[config.mk]
export PLATFORM = sky130hd
export DESIGN_NAME = brc_fetch_ctl
export DESIGN_NICKNAME = d
export VERILOG_FILES = /design/src/rtl/brc_pkg.sv /design/src/rtl/brc_resolve.sv /design/src/rtl/brc_policy.sv /design/src/rtl/brc_fetch_pc.sv /design/src/rtl/brc_fetch_ctl.sv
export SDC_FILE = /design/constraint.sdc
export NUM_CORES = 1
export LEC_CHECK = 0
export BUFFER_PORTS_ARGS = -buffer_cell sky130_fd_sc_hd__clkbuf_2
export CORE_ASPECT_RATIO = 1.2
export CORE_MARGIN = 2
export CORE_UTILIZATION = 31
export CTS_CLUSTER_SIZE = 25
export DETAILED_ROUTE_END_ITERATION = 10
export PLACE_DENSITY = 0.53
export SYNTH_ARGS = -nofsm -noshare
export SYNTH_HDL_FRONTEND = slang
export SYNTH_SLANG_ARGS = --single-unit
[constraint.sdc]
create_clock -name clk_i -period 3.06 [get_ports clk_i]
set_input_delay 0.612 -clock clk_i [delete_from_list [all_inputs] [get_ports clk_i]]
set_output_delay 0.612 -clock clk_i [all_outputs]
set_load 0.01 [all_outputs]
[src/rtl/brc_pkg.sv]
package brc_pkg;
  typedef enum logic [1:0] {
    NPC_SEQ  = 2'd0,
    NPC_HOLD = 2'd1,
    NPC_TGT  = 2'd2
  } npc_sel_e;
endpackage

[src/rtl/brc_resolve.sv]
module brc_resolve #(
  parameter int XLEN = 32
) (
  input  logic            clk_i,
  input  logic            rst_ni,
  input  logic            id_valid_i,
  input  logic            is_branch_i,
  input  logic            br_ne_i,
  input  logic [XLEN-1:0] rs_i,
  input  logic [XLEN-1:0] rt_i,
  input  logic [XLEN-1:0] off_i,
  input  logic [XLEN-1:0] pc4_i,
  output logic            br_act_o,
  output logic            taken_o,
  output logic [XLEN-1:0] target_o
);
  logic ops_eq;

  assign ops_eq   = (rs_i == rt_i);
  assign br_act_o = id_valid_i & is_branch_i;
  assign taken_o  = br_act_o & (ops_eq ^ br_ne_i);
  assign target_o = pc4_i + off_i;

  AST_NE_EQUAL_FALLS: assert property (@(posedge clk_i) disable iff (!rst_ni)
    (br_ne_i && (rs_i == rt_i)) |-> !taken_o);
  AST_NO_TAKE_IN_BUBBLE: assert property (@(posedge clk_i) disable iff (!rst_ni)
    !id_valid_i |-> !taken_o);
endmodule

[src/rtl/brc_policy.sv]
module brc_policy
  import brc_pkg::*;
#(
  parameter bit STALL_MODE = 1'b1
) (
  input  logic     clk_i,
  input  logic     rst_ni,
  input  logic     br_act_i,
  input  logic     taken_i,
  output npc_sel_e sel_o,
  output logic     squash_o,
  output logic     stall_o
);
  generate
    if (STALL_MODE) begin : g_stall
      always_comb begin
        squash_o = 1'b0;
        stall_o  = br_act_i;
        if (!br_act_i)    sel_o = NPC_SEQ;
        else if (taken_i) sel_o = NPC_TGT;
        else              sel_o = NPC_HOLD;
      end
    end else begin : g_pnt
      always_comb begin
        stall_o  = 1'b0;
        squash_o = br_act_i & taken_i;
        sel_o    = squash_o ? NPC_TGT : NPC_SEQ;
      end
      AST_PNT_NT_FREE: assert property (@(posedge clk_i) disable iff (!rst_ni)
        (br_act_i && !taken_i) |-> (sel_o == NPC_SEQ));
    end
  endgenerate

  AST_FLAGS_EXCL: assert property (@(posedge clk_i) disable iff (!rst_ni)
    $onehot0({squash_o, stall_o}));
endmodule

[src/rtl/brc_fetch_pc.sv]
module brc_fetch_pc
  import brc_pkg::*;
#(
  parameter int              XLEN       = 32,
  parameter int              INSN_BYTES = 4,
  parameter logic [XLEN-1:0] RESET_PC   = '0
) (
  input  logic            clk_i,
  input  logic            rst_ni,
  input  npc_sel_e        sel_i,
  input  logic [XLEN-1:0] target_i,
  input  logic            kill_i,
  output logic [XLEN-1:0] pc_o,
  output logic            id_valid_o,
  output logic [XLEN-1:0] id_pc4_o
);
  localparam logic [XLEN-1:0] STEP = XLEN'(INSN_BYTES);

  logic [XLEN-1:0] pc_q, pc_d, pc_seq;
  logic            idv_q;
  logic [XLEN-1:0] idpc4_q;

  assign pc_seq = pc_q + STEP;

  always_comb begin
    unique case (sel_i)
      NPC_HOLD: pc_d = pc_q;
      NPC_TGT:  pc_d = target_i;
      default:  pc_d = pc_seq;
    endcase
  end

  always_ff @(posedge clk_i or negedge rst_ni) begin
    if (!rst_ni) begin
      pc_q    <= RESET_PC;
      idv_q   <= 1'b0;
      idpc4_q <= '0;
    end else begin
      pc_q    <= pc_d;
      idv_q   <= ~kill_i;
      idpc4_q <= pc_seq;
    end
  end

  assign pc_o       = pc_q;
  assign id_valid_o = idv_q;
  assign id_pc4_o   = idpc4_q;

  AST_SEQ_STEP: assert property (@(posedge clk_i) disable iff (!rst_ni)
    (sel_i == NPC_SEQ) |=> (pc_q == $past(pc_q) + STEP));
  AST_HOLD_PC: assert property (@(posedge clk_i) disable iff (!rst_ni)
    (sel_i == NPC_HOLD) |=> $stable(pc_q));
  AST_REDIRECT: assert property (@(posedge clk_i) disable iff (!rst_ni)
    (sel_i == NPC_TGT) |=> (pc_q == $past(target_i)));
  AST_KILL_BUBBLE: assert property (@(posedge clk_i) disable iff (!rst_ni)
    kill_i |=> !idv_q);
endmodule

[src/rtl/brc_fetch_ctl.sv]
module brc_fetch_ctl
  import brc_pkg::*;
#(
  parameter int              XLEN       = 32,
  parameter int              INSN_BYTES = 4,
  parameter logic [XLEN-1:0] RESET_PC   = '0,
  parameter bit              STALL_MODE = 1'b1
) (
  input  logic            clk_i,
  input  logic            rst_ni,
  input  logic            is_branch_i,
  input  logic            br_ne_i,
  input  logic [XLEN-1:0] rs_data_i,
  input  logic [XLEN-1:0] rt_data_i,
  input  logic [XLEN-1:0] br_off_i,
  output logic [XLEN-1:0] pc_o,
  output logic            id_valid_o,
  output logic [XLEN-1:0] id_pc4_o,
  output logic [1:0]      npc_sel_o,
  output logic [XLEN-1:0] br_target_o,
  output logic            br_taken_o,
  output logic            squash_o,
  output logic            stall_o
);
  logic            idv, br_act, taken, squash, stall;
  logic [XLEN-1:0] idpc4, target;
  npc_sel_e        sel;

  brc_resolve #(.XLEN(XLEN)) u_resolve (
    .clk_i      (clk_i),
    .rst_ni     (rst_ni),
    .id_valid_i (idv),
    .is_branch_i(is_branch_i),
    .br_ne_i    (br_ne_i),
    .rs_i       (rs_data_i),
    .rt_i       (rt_data_i),
    .off_i      (br_off_i),
    .pc4_i      (idpc4),
    .br_act_o   (br_act),
    .taken_o    (taken),
    .target_o   (target)
  );

  brc_policy #(.STALL_MODE(STALL_MODE)) u_policy (
    .clk_i   (clk_i),
    .rst_ni  (rst_ni),
    .br_act_i(br_act),
    .taken_i (taken),
    .sel_o   (sel),
    .squash_o(squash),
    .stall_o (stall)
  );

  brc_fetch_pc #(
    .XLEN      (XLEN),
    .INSN_BYTES(INSN_BYTES),
    .RESET_PC  (RESET_PC)
  ) u_fetch_pc (
    .clk_i     (clk_i),
    .rst_ni    (rst_ni),
    .sel_i     (sel),
    .target_i  (target),
    .kill_i    (squash | stall),
    .pc_o      (pc_o),
    .id_valid_o(idv),
    .id_pc4_o  (idpc4)
  );

  assign id_valid_o  = idv;
  assign id_pc4_o    = idpc4;
  assign npc_sel_o   = sel;
  assign br_target_o = target;
  assign br_taken_o  = taken;
  assign squash_o    = squash;
  assign stall_o     = stall;

  AST_STALL_NO_TARGET_SEQ: assert property (@(posedge clk_i) disable iff (!rst_ni)
    (stall && !taken) |=> (pc_o == $past(pc_o)));
endmodule

==> flow_summary.rst, run 1 <==
.. list-table::
   :header-rows: 1

   * - Metric
     - Value
   * - Status
     - complete, but fails checks
   * - Violated checks
     - setup timing
   * - Crit Path Category
     - reg -> out
   * - Initial antenna violation count
     - 0
   * - Async S/R FF share, synth
     - 100.0%
   * - Combinational family with the most area after synthesis
     - compound AO/OA/AOI/OAI gates
   * - Layout overhead on the synthesized area
     - 58.30%
   * - Post-synth EDFFs
     - 0
   * - Worst supply voltage drop on vdd
     - 0.4415 mV
   * - Required time of the worst setup path
     - 2.45 ns
   * - DRT iter0 DRCs
     - 211
   * - Wire length per cell
     - 16.62 microns
   * - Setup slack of the critical path after layout
     - -0.2784 ns
   * - Global-route congestion overflow total
     - 0
   * - Register area share after synthesis
     - 32.19%
   * - Half-perimeter wire length of the detailed placement result
     - 14.16 mm
   * - Commonest cells post-synth
     - dfrtp_1, xor2_1, a21oi_1
   * - Element type at the critical path start
     - flop
   * - Clk Tree Root Cell
     - clkbuf_16
   * - Insertion delay of the later-clocked pin in the worst-skew pair
     - 0.34 ns
   * - Cells after synthesis
     - 562
   * - Share of layout cells above drive strength 1
     - 47.79%
   * - Compound-cell area share of the yosys netlist
     - 18.80%
   * - DR vias/cell
     - 4.971
   * - Standard-cell rows
     - 51
   * - Initial core utilization
     - 31.42%
   * - Critical path peak fanout
     - 4
   * - Global-route usage over all layers
     - 20.78%
   * - Reg clk slew, reported paths
     - 0.05 ns
   * - Synthesized Nets
     - 695
   * - Arrival time of data at the critical path endpoint
     - 2.73 ns
   * - Synthesized-area fraction occupied by adder cells
     - 8.321%
   * - Pin count of the biggest net entering global routing
     - 66
   * - Fin Setup TNS
     - -2.746 ns
   * - DRC violations left
     - 0
   * - Die footprint
     - 0.01734 sq mm
   * - Setup skew after layout
     - 0.009269 ns
   * - Number of I/O port buffers
     - 200
   * - Fraction of synthesized area in multiplexers
     - 2.650%
   * - Synth Flop Type
     - dfrtp_1
   * - Slew Limit Headroom
     - 40.50%
   * - Share of the synthesized netlist area taken by xor and xnor gates
     - 15.92%
   * - Number of buffers created by CTS
     - 9
   * - Path category of the worst min-delay check
     - reg -> reg
   * - Highest clock rate
     - 299.5 MHz
   * - Max-slew violation total from the final report
     - 0
   * - Cell variety after synth
     - 71
   * - Number of warnings printed during yosys synthesis
     - 0
   * - Fill cell instance count of the final layout
     - 1575
   * - Most frequent cell after synthesis
     - dfrtp_1
   * - PD cells
     - 1168 mW/mm^2
   * - Buffer depth of the longest clock path
     - 2
   * - Max-cap check violation count
     - 0
   * - First-pass DRT Iterations
     - 4
   * - Last weighted congestion value of the routability-driven placer
     - 0.9312
   * - Vias in the first global route
     - 5660
   * - Cell types occupying the most area after synthesis
     - dfrtp_1, xor2_1, ha_1
   * - Post-route clock period utilization
     - 109.1%
   * - CTS H-tree depth
     - 3
   * - Number of antenna diodes
     - 0
   * - I/O pin total
     - 202
   * - DP Area
     - 0.006984 sq mm
   * - Final ANT Viol Nets
     - 0
   * - Yosys top cell by area
     - dfrtp_1
   * - Final setup viols
     - 19
   * - Number of vias after detailed routing
     - 5443
   * - Wire length reported by the detailed router
     - 18.19 mm
   * - Proportion of netlist area held by the largest area contributor
     - 32.19%
   * - Pre-CTS setup slack
     - -0.4541 ns
   * - Post-route minimum period
     - 3.338 ns
   * - Die Ht
     - 143.9 microns
   * - DIE WIDTH
     - 120.5 microns
   * - CP Capture Type
     - output port
   * - Wire length of the first global-routing pass
     - 28.33 mm
   * - Cell area after technology mapping
     - 0.005052 sq mm
   * - Worst slew pin tran
     - 0.8925 ns
   * - Standby leakage power
     - 3.902 nW
   * - Hold buffer count at CTS
     - 0
   * - Setup repair after global routing missed its margin
     - yes
   * - Synthesized area per cell
     - 8.990 sq um
   * - Post-synthesis simple-gate area fraction
     - 18.08%
   * - Post-layout net count
     - 1011
   * - TritonCTS clock tree
     - done
   * - Endpoints failing hold
     - 0
   * - Area of the placeable core
     - 0.01608 sq mm
   * - Clk sink count
     - 65
   * - #FFs+latches synth
     - 65
   * - Post-route standard cell area excluding fillers
     - 0.007998 sq mm
-- cell usage in the layout (no fill, tap or decap), types with 3 or more instances in the layout --
cell type,n
a211o_1,4
a21o_1,15
a21oi_1,36
a21oi_2,9
a221o_1,6
and3_1,5
and4_1,3
buf_2,18
buf_4,120
buf_6,10
clkbuf_16,9
clkbuf_2,180
dfrtp_1,65
ha_1,19
ha_4,12
inv_1,14
mux2_2,3
mux2i_1,10
nand2_1,45
nand3_1,14
nand4_1,11
nor2_1,45
nor2b_1,3
nor3_1,10
nor4_1,12
o211ai_1,4
o21a_1,4
o21ai_0,23
o21ai_1,5
o21ai_2,3
xnor2_1,25
xnor2_2,10
xor2_1,50
xor2_2,3
-- where the power goes --
part           total, mW  internal (mW)  switching (mW)
Sequential          1.79           1.26           0.528
Combinational       6.51           3.35            3.16
Clock               1.04          0.630           0.411
-- metal layers --
| metal | track usage [%] | vias up | share of wire, % |
|---|---|---|---|
| met2 | 36.81 | 164 | 52 |
| met3 | 4.484 | 23 | 5.8 |
| met1 | 25.08 | 2593 | 41 |
| met4 | 6.426 | 0 | 1.5 |
| li1 | - | 2663 | - |
| met5 | 0 | - | 0 |
-- flip-flops by register name (all words and copies together), names as in the netlist --
| name | flops |
|---|---|
| u_fetch_pc.id_pc4_o | 32 |
| u_fetch_pc.id_valid_o | 1 |
| u_fetch_pc.pc_o | 32 |
-- worst max-delay path, stage by stage (launching register included) --
cell	delay [ns]
dfrtp_1	0.41
ha_4	0.17
fa_2	0.36
a21oi_2	0.15
nand4b_1	0.15
a211o_1	0.24
a211o_1	0.22
a21oi_4	0.08
a221oi_2	0.28
xnor2_1	0.17
buf_2	0.16
-- through the flow --
stage | total power, mW | std cells | util, % | hold slack (ns)
floorplan | 4.463 | 562 | - | 0.3164
global placement | 7.105 | 1056 | 43.43 | 0.3814
detailed placement | 7.132 | 1056 | 43.43 | 0.3900
CTS | 8.863 | 1087 | 48.02 | 0.4027
global route | 9.990 | 1095 | 49.74 | 0.4050
finish | 9.344 | 1095 | 49.74 | 0.3971
-- worst paths after layout --
path / slack, ns / cells past startpoint / endpoint / from
min in group asynchronous: 0.48 / 2 / u_fetch_pc.id_pc4_o[24] / rst_ni
max in group asynchronous: 1.99 / 2 / u_fetch_pc.pc_o[11] / rst_ni
max reg2reg: 0.19 / 12 / u_fetch_pc.pc_o[30] / u_fetch_pc.id_pc4_o[0]
min reg2reg: 0.40 / 0 / u_fetch_pc.id_pc4_o[0] / u_fetch_pc.pc_o[0]
min: 0.40 / 0 / u_fetch_pc.id_pc4_o[0] / u_fetch_pc.pc_o[0]
max: -0.28 / 10 / br_target_o[30] / u_fetch_pc.id_pc4_o[0]
-- repair_timing --
action	CTS	global route
gates cloned	0	0
endpoints found under the setup margin	23	23
buffers inserted	16	9
gates resized for setup	49	63
pin swaps	29	38
-- logic make-up after synthesis --
kind of cell / after synthesis
compound gates: 145
other cells: 1
xor+xnor: 91
buf+inv: 38
mux: 13
simple gates: 176
flops: 65
fa+ha+maj: 33
-- cell type report --
class / count / area, sq um / share of cell area, %
multi-input combinational: 459 / 3756 / 46.96
timing repair buffer: 328 / 2004 / 25.06
sequential: 65 / 1627 / 20.34
tap: 212 / 265.3 / 3.317
clock buffer: 11 / 232.7 / 2.910
clock inverter: 5 / 56.30 / 0.7040
inverter: 15 / 56.30 / 0.7040
No activity file was read; power rests on OpenSTA's default activity.
==> run 2, diff against run 1 <==
--- a/config.mk
+++ b/config.mk
@@ -7,11 +7,11 @@
 export LEC_CHECK = 0
 export BUFFER_PORTS_ARGS = -buffer_cell sky130_fd_sc_hd__clkbuf_2
 export CORE_ASPECT_RATIO = 1.2
-export CORE_MARGIN = 2
+export CORE_MARGIN = 1.5
 export CORE_UTILIZATION = 31
 export CTS_CLUSTER_SIZE = 25
 export DETAILED_ROUTE_END_ITERATION = 10
-export PLACE_DENSITY = 0.53
+export PLACE_DENSITY = 0.51
 export SYNTH_ARGS = -nofsm -noshare
 export SYNTH_HDL_FRONTEND = slang
 export SYNTH_SLANG_ARGS = --single-unit
==> constraint.sdc (replaced) <==
create_clock -name clk_i -period 4.04 [get_ports clk_i]
set_input_delay 0.808 -clock clk_i [delete_from_list [all_inputs] [get_ports clk_i]]
set_output_delay 0.808 -clock clk_i [all_outputs]
set_load 0.01 [all_outputs]
==> flow_summary.rst, run 2 (synthesis gave the netlist of run 1 again) <==
.. list-table::
   :header-rows: 1

   * - Metric
     - Value
   * - Layout overhead on the synthesized area
     - 31.58%
   * - Die footprint
     - 0.01708 sq mm (-1.5%)
   * - Global-route congestion overflow total
     - 0 (unchanged)
   * - Commonest cells after routing, fill and taps aside
     - clkbuf_2, dfrtp_1, xor2_1
   * - Setup repair after global routing missed its margin
     - no
   * - First-pass DRT Iterations
     - 5 (+1)
   * - Pin count of the biggest net entering global routing
     - 42 (-36%)
   * - Number of buffers created by CTS
     - 9 (unchanged)
   * - Worst slew pin tran
     - 0.7083 ns (-0.1842 ns)
   * - CP Capture Type
     - output port
   * - Fill cell instance count of the final layout
     - 1611 (+2.3%)
   * - Share of total power in sequential cells
     - 24.2% (+5.0 points)
   * - Element type at the critical path start
     - input port
   * - Initial antenna violation count
     - 0 (unchanged)
   * - Leading cell type in the layout, fill and taps excluded
     - clkbuf_2
   * - PD cells
     - 832.0 mW/mm^2 (-29%)
   * - Slowest cell on the critical path
     - ha_1
   * - Clock network power share
     - 14.2% (+3.1 points)
   * - Clk sink count
     - 65 (unchanged)
   * - Initial core utilization
     - 32.05% (+0.63 points)
   * - CTS H-tree depth
     - 3 (unchanged)
   * - Crit Path Category
     - in -> out
   * - Standard-cell rows
     - 50 (-2.0%)
   * - I/O pin total
     - 202 (unchanged)
   * - Final setup viols
     - 0 (-19)
   * - Final ANT Viol Nets
     - 0 (unchanged)
   * - Reg clk slew, reported paths
     - 0.06 ns (about the same)
   * - Worst path top cell family by delay
     - compound AO/OA/AOI/OAI gates
   * - Last weighted congestion value of the routability-driven placer
     - 0.8486 (-8.9%)
   * - Status
     - finished, final reports clean
   * - Worst Hold Slack
     - 0.3970 ns (-0.00009600 ns)
   * - DRT iter0 DRCs
     - 189 (-10%)
   * - DIE WIDTH
     - 119.5 microns (-0.83%)
   * - Post-route minimum period
     - 3.906 ns
   * - Standby leakage power
     - 3.261 nW (-16%)
   * - Number of antenna diodes
     - 0 (unchanged)
   * - Wire length of the first global-routing pass
     - 26.53 mm (-6.4%)
   * - Setup skew after layout
     - 0.007705 ns (-0.001564 ns)
   * - Required time of the worst setup path
     - 3.23 ns (+0.78 ns)
   * - Post-route clock period utilization
     - 96.69%
   * - Vias in the first global route
     - 5049 (-11%)
   * - TritonCTS clock tree
     - done
   * - Post-layout net count
     - 904 (-11%)
   * - Internal Pwr Total
     - 2.890 mW (-45%)
   * - Stage delay of the slowest cell on the critical path
     - 0.40 ns (about the same)
   * - Path category of the worst min-delay check
     - reg -> reg
   * - Half-perimeter wire length of the detailed placement result
     - 13.53 mm (-4.5%)
   * - Highest clock rate
     - 256.0 MHz
   * - Number of vias after detailed routing
     - 5009 (-8.0%)
   * - Fin Setup TNS
     - 0 ns (+2.746 ns)
   * - DRC violations left
     - 0 (unchanged)
   * - Buffer depth of the longest clock path
     - 2 (unchanged)
   * - Area of the placeable core
     - 0.01577 sq mm (-2.0%)
   * - Global-route usage over all layers
     - 19.96% (-0.82 points)
   * - Clk Tree Root Cell
     - clkbuf_16
   * - Share of layout cells above drive strength 1
     - 33.42% (-14 points)
   * - Part of the total power dissipated in combinational logic
     - 61.6% (-8.1 points)
   * - Wire length reported by the detailed router
     - 16.94 mm (-6.9%)
   * - Count of cells resized by post-cts repair
     - 0 (-100%)
   * - Count of buffer and inverter cells on the critical path
     - 2 (+1)
   * - Slew Limit Headroom
     - 52.78% (+12 points)
   * - Setup Buffers After CTS
     - 0 (-16)
   * - Endpoints failing hold
     - 0 (unchanged)
   * - Max-slew violation total from the final report
     - 0 (unchanged)
   * - Hold buffer count at CTS
     - 0 (unchanged)
   * - NetSw
     - 2.641 mW (-36%)
   * - DR vias/cell
     - 5.096 (+2.5%)
   * - Worst-path cell chain
     - clkbuf_2 -> ha_1 -> a21o_1 -> a31o_1 -> a21o_1 -> a311oi_2 -> a21oi_1 -> a41oi_1 -> xnor2_1 -> clkbuf_2
   * - Switching share of total power
     - 47.75% (+3.9 points)
   * - Wire length per cell
     - 17.24 microns (+3.7%)
   * - Insertion delay of the later-clocked pin in the worst-skew pair
     - 0.34 ns (about the same)
   * - Arrival time of data at the critical path endpoint
     - 3.10 ns (+0.37 ns)
   * - Worst supply voltage drop on vdd
     - 0.2840 mV (-36%)
   * - Number of I/O port buffers
     - 200 (unchanged)
   * - Die Ht
     - 142.9 microns (-0.70%)
   * - Max-cap check violation count
     - 0 (unchanged)
   * - Critical path peak fanout
     - 9 (+5)
## run 2: cell types whose count changed in the layout (fill, tap and decap cells not counted), sizes merged
| cell | delta |
|---|---|
| clkinvlp | +1 |
| buf | -127 |
| clkbuf | +18 |
## run 2: area by class of cell
type / instances / area (sq um) / area share (%)
Clock inverter: 6 / 60.06 / 0.9034
Inverter: 15 / 56.30 / 0.8470
Tap cell: 208 / 260.3 / 3.915
Multi-Input combinational cell: 459 / 3261 / 49.05
Clock buffer: 9 / 225.2 / 3.388
Timing Repair Buffer: 221 / 1159 / 17.43
Sequential cell: 65 / 1627 / 24.47
## run 2: worst paths after layout
kind	slack, ns	endpoint	start	depth (start not counted)
hold / removal	0.40	u_fetch_pc.id_pc4_o[0]	u_fetch_pc.pc_o[0]	0
setup / recovery	0.13	br_target_o[31]	br_off_i[16]	10
max in group asynchronous	2.49	u_fetch_pc.id_pc4_o[9]	rst_ni	2
setup reg to reg	1.13	u_fetch_pc.pc_o[30]	u_fetch_pc.pc_o[2]	9
min in group asynchronous	0.52	u_fetch_pc.pc_o[16]	rst_ni	1
hold reg to reg	0.40	u_fetch_pc.id_pc4_o[0]	u_fetch_pc.pc_o[0]	0
## run 2: power by group through the flow
stage / logic (mW) / registers (mW) / clock network (mW)
3_3_place_gp: 3.36 / 1.34 / 0
4_1_cts: 3.39 / 1.34 / 0.791
3_5_place_dp: 3.37 / 1.35 / 0
5_1_grt: 3.73 / 1.39 / 0.830
2_1_floorplan: 1.98 / 1.38 / 0
6_report: 3.41 / 1.34 / 0.787
## run 2: layer usage
layer  wire length, microns  part of all wire [%]  vias up  global-route usage, %
li1                       -                     -     2443                      -
met1                   7034                    42     2371                  24.13
met2                   8633                    51      179                  36.03
met3                   1019                   6.0       16                  3.954
met4                    255                   1.5        0                  5.451
met5                      0                     0        -                      0
## run 2: through the flow
stage	total power [mW]	utilization, %	setup WS (ns)	instances	cell area, sq um
after global routing	5.951	42.17	0.02445	983	6648
after global placement	4.700	40.13	0.1075	968	6327
after detailed placement	4.718	40.13	0.08737	968	6327
after CTS	5.518	41.94	0.08312	983	6613
final	5.531	42.17	0.1337	983	6648
after floorplan	3.356	-	0.5148	562	5052
==> run 3, diff against run 2 <==
--- a/config.mk
+++ b/config.mk
@@ -11,6 +11,7 @@
 export CORE_UTILIZATION = 31
 export CTS_CLUSTER_SIZE = 25
 export DETAILED_ROUTE_END_ITERATION = 10
+export GPL_TIMING_DRIVEN = 0
 export PLACE_DENSITY = 0.51
 export SYNTH_ARGS = -nofsm -noshare
 export SYNTH_HDL_FRONTEND = slang
==> flow_summary.rst, run 3 (synthesis gave the netlist of run 1 again) <==
.. list-table::
   :header-rows: 1

   * - Metric
     - Value
   * - Clk sink count
     - 65 (unchanged)
   * - Reg clk slew, reported paths
     - 0.06 ns (about the same)
   * - Global-route congestion overflow total
     - 0 (unchanged)
   * - Element type at the critical path start
     - input port
   * - Worst-path cell chain
     - clkbuf_2 -> ha_4 -> fa_2 -> a21oi_1 -> nand4b_1 -> a211o_4 -> a211oi_4 -> o21ai_2 -> o211ai_1 -> xor2_1 -> buf_2
   * - Buffer depth of the longest clock path
     - 2 (unchanged)
   * - Number of I/O port buffers
     - 200 (unchanged)
   * - DIE WIDTH
     - 119.5 microns (unchanged)
   * - Layout overhead on the synthesized area
     - 34.30%
   * - Highest clock rate
     - 252.8 MHz (-1.3%)
   * - Routing usage on met2
     - 34.60% (-1.4 points)
   * - Share of the core filled with cells in the final layout
     - 43.04% (+0.87 points)
   * - Fin Setup TNS
     - 0 ns (unchanged)
   * - Worst path top cell family by delay
     - compound AO/OA/AOI/OAI gates
   * - Setup repair after global routing missed its margin
     - no
   * - Startpoint of the worst-slack reg-to-reg timing path
     - u_fetch_pc.id_pc4_o[0]
   * - Area of the placeable core
     - 0.01577 sq mm (unchanged)
   * - Path category of the worst min-delay check
     - in -> async
   * - Status
     - finished, final reports clean
   * - Non-filler instance count after layout
     - 989 (+0.61%)
   * - Max-slew violation total from the final report
     - 0 (unchanged)
   * - Max-cap check violation count
     - 0 (unchanged)
   * - Final Total Pwr
     - 5.647 mW (+2.1%)
   * - Pin count of the biggest net entering global routing
     - 55 (+31%)
   * - I/O pin total
     - 202 (unchanged)
   * - Clk Tree Root Cell
     - clkbuf_16
   * - Share of layout cells above drive strength 1
     - 34.44% (+1.0 points)
   * - CTS H-tree depth
     - 3 (unchanged)
   * - Depth of the critical timing path with buffers and inverters included
     - 11 (+1)
   * - Number of vias after detailed routing
     - 5091 (+1.6%)
   * - Worst Hold Slack
     - 0.3488 ns (-0.04817 ns)
   * - Post-route clock period utilization
     - 97.93% (+1.2 points)
   * - Commonest cells after routing, fill and taps aside
     - clkbuf_2, dfrtp_1, xor2_1
   * - Initial core utilization
     - 32.05% (unchanged)
   * - Post-route minimum period
     - 3.956 ns (+0.04995 ns)
   * - PD cells
     - 832.3 mW/mm^2 (about the same)
   * - Wire length of the first global-routing pass
     - 26.52 mm (about the same)
   * - Endpoints failing hold
     - 0 (unchanged)
   * - Insertion delay of the later-clocked pin in the worst-skew pair
     - 0.33 ns (about the same)
   * - Half-perimeter wire length of the detailed placement result
     - 13.59 mm (+0.44%)
   * - TritonCTS clock tree
     - done
   * - Worst reg-to-reg setup slack
     - 1.01 ns (-0.12 ns)
   * - Pre-CTS setup slack
     - -0.3265 ns (-0.4139 ns)
   * - Setup skew after layout
     - 0.006348 ns (-0.001357 ns)
   * - Last weighted congestion value of the routability-driven placer
     - 0.8421 (-0.77%)
   * - Standard-cell rows
     - 50 (unchanged)
   * - Number of buffers created by CTS
     - 9 (unchanged)
   * - Cell count after placement
     - 971 (+0.31%)
   * - Worst supply voltage drop on vdd
     - 0.3337 mV (+17%)
   * - NetSw
     - 2.691 mW (+1.9%)
   * - First-pass DRT Iterations
     - 5 (unchanged)
   * - Met1 layer usage reported by global route
     - 24.54% (+0.41 points)
   * - Slew Limit Headroom
     - 35.94% (-17 points)
   * - Start point of the critical path
     - br_off_i[0]
   * - Wire length reported by the detailed router
     - 16.97 mm (+0.16%)
   * - Required time of the worst setup path
     - 3.23 ns (about the same)
   * - DRC violations left
     - 0 (unchanged)
   * - Share of total power in sequential cells
     - 23.5% (-0.7 points)
   * - Met3 usage
     - 3.474% (-0.48 points)
   * - GRT busiest layer
     - met2
   * - Initial antenna violation count
     - 0 (unchanged)
   * - Final setup viols
     - 0 (unchanged)
   * - Post-layout net count
     - 910 (+0.66%)
   * - Critical path peak fanout
     - 6 (-3)
   * - Wire length per cell
     - 17.16 microns (-0.45%)
   * - Stage delay of the slowest cell on the critical path
     - 0.44 ns (+0.04 ns)
   * - Standby leakage power
     - 3.274 nW (+0.41%)
   * - Slowest cell on the critical path
     - a211o_4
   * - Final ANT Viol Nets
     - 0 (unchanged)
   * - CP Capture Type
     - output port
   * - DP Area
     - 0.006344 sq mm (+0.26%)
   * - Die footprint
     - 0.01708 sq mm (unchanged)
   * - Arrival time of data at the critical path endpoint
     - 3.15 ns (+0.05 ns)
   * - Vias in the first global route
     - 5100 (+1.0%)
   * - Clock network power share
     - 13.7% (-0.5 points)
   * - Critical Path Sink
     - br_target_o[28]
   * - Depth of the worst register-to-register path
     - 12 (+3)
   * - DRT iter0 DRCs
     - 245 (+30%)
   * - Switching share of total power
     - 47.65% (-0.094 points)
   * - Crit Path Category
     - in -> out
   * - Reg-to-Reg End
     - u_fetch_pc.pc_o[30]
   * - Setup slack of the critical path after layout
     - 0.08371 ns (-0.04995 ns)
   * - Number of antenna diodes
     - 0 (unchanged)
   * - Count of buffer and inverter cells on the critical path
     - 2 (unchanged)
   * - DR vias/cell
     - 5.148 (+1.0%)
   * - Die Ht
     - 142.9 microns (unchanged)
   * - Global-route usage over all layers
     - 19.86% (-0.10 points)
   * - Post-route standard cell area excluding fillers
     - 0.006785 sq mm (+2.1%)
   * - Internal Pwr Total
     - 2.956 mW (+2.3%)
   * - Worst slew pin tran
     - 0.9609 ns (+0.2526 ns)
   * - Leading cell type in the layout, fill and taps excluded
     - clkbuf_2
   * - Part of the total power dissipated in combinational logic
     - 62.8% (+1.2 points)
## run 3: what timing repair did
action / CTS / global route
hold buffers: 0 / 0
setup buffers: 3 / 3
setup endpoints to repair: 12 / 8
pin swaps: 3 / 7
resized for setup: 16 / 12
## run 3: worst reg2reg max path: stages, from the launching register on
cell and delay (ns):
dfrtp_1 0.40, ha_4 0.18, fa_2 0.35, a21oi_1 0.22, nand4b_1 0.20, a211o_4 0.23
a211o_1 0.21, a21oi_4 0.08, a221oi_1 0.33, xnor2_1 0.14, buf_4 0.15, buf_4 0.12
a221o_1 0.30
## run 3: how the worst min path moves through the flow
stage / startpoint / cells after the start / slack [ns] / to
after floorplan: u_fetch_pc.pc_o[0] / 0 / 0.37 / u_fetch_pc.id_pc4_o[0]
final: rst_ni / 1 / 0.35 / u_fetch_pc.pc_o[13]
after detailed placement: u_fetch_pc.pc_o[0] / 0 / 0.39 / u_fetch_pc.id_pc4_o[0]
after CTS: rst_ni / 1 / 0.35 / u_fetch_pc.pc_o[13]
after global routing: rst_ni / 1 / 0.35 / u_fetch_pc.pc_o[13]
after global placement: u_fetch_pc.pc_o[0] / 0 / 0.38 / u_fetch_pc.id_pc4_o[0]
## run 3: final cells by class
| type | instances | area (sq um) |
|---|---|---|
| Inverter | 15 | 56.30 |
| Multi-Input combinational cell | 459 | 3339 |
| Clock inverter | 5 | 56.30 |
| Clock buffer | 10 | 239.0 |
| Sequential cell | 65 | 1627 |
| Timing Repair Buffer | 207 | 1076 |
| Buffer | 20 | 131.4 |
| Fill cell | 1621 | 8980 |
| Tap cell | 208 | 260.3 |
## run 3: layer usage
layer,part of all wire (%),up-vias
met5,0,-
met4,2.0,0
met3,5.7,24
met2,50,201
met1,42,2401
li1,-,2465
## run 3: power by group through the flow
stage / registers (mW) / logic [mW] / clock network [mW]
after detailed placement: 1.33 / 3.35 / 0
after global placement: 1.33 / 3.32 / 0
after floorplan: 1.38 / 1.98 / 0
after global routing: 1.38 / 3.88 / 0.825
final: 1.32 / 3.55 / 0.776
after CTS: 1.32 / 3.48 / 0.795
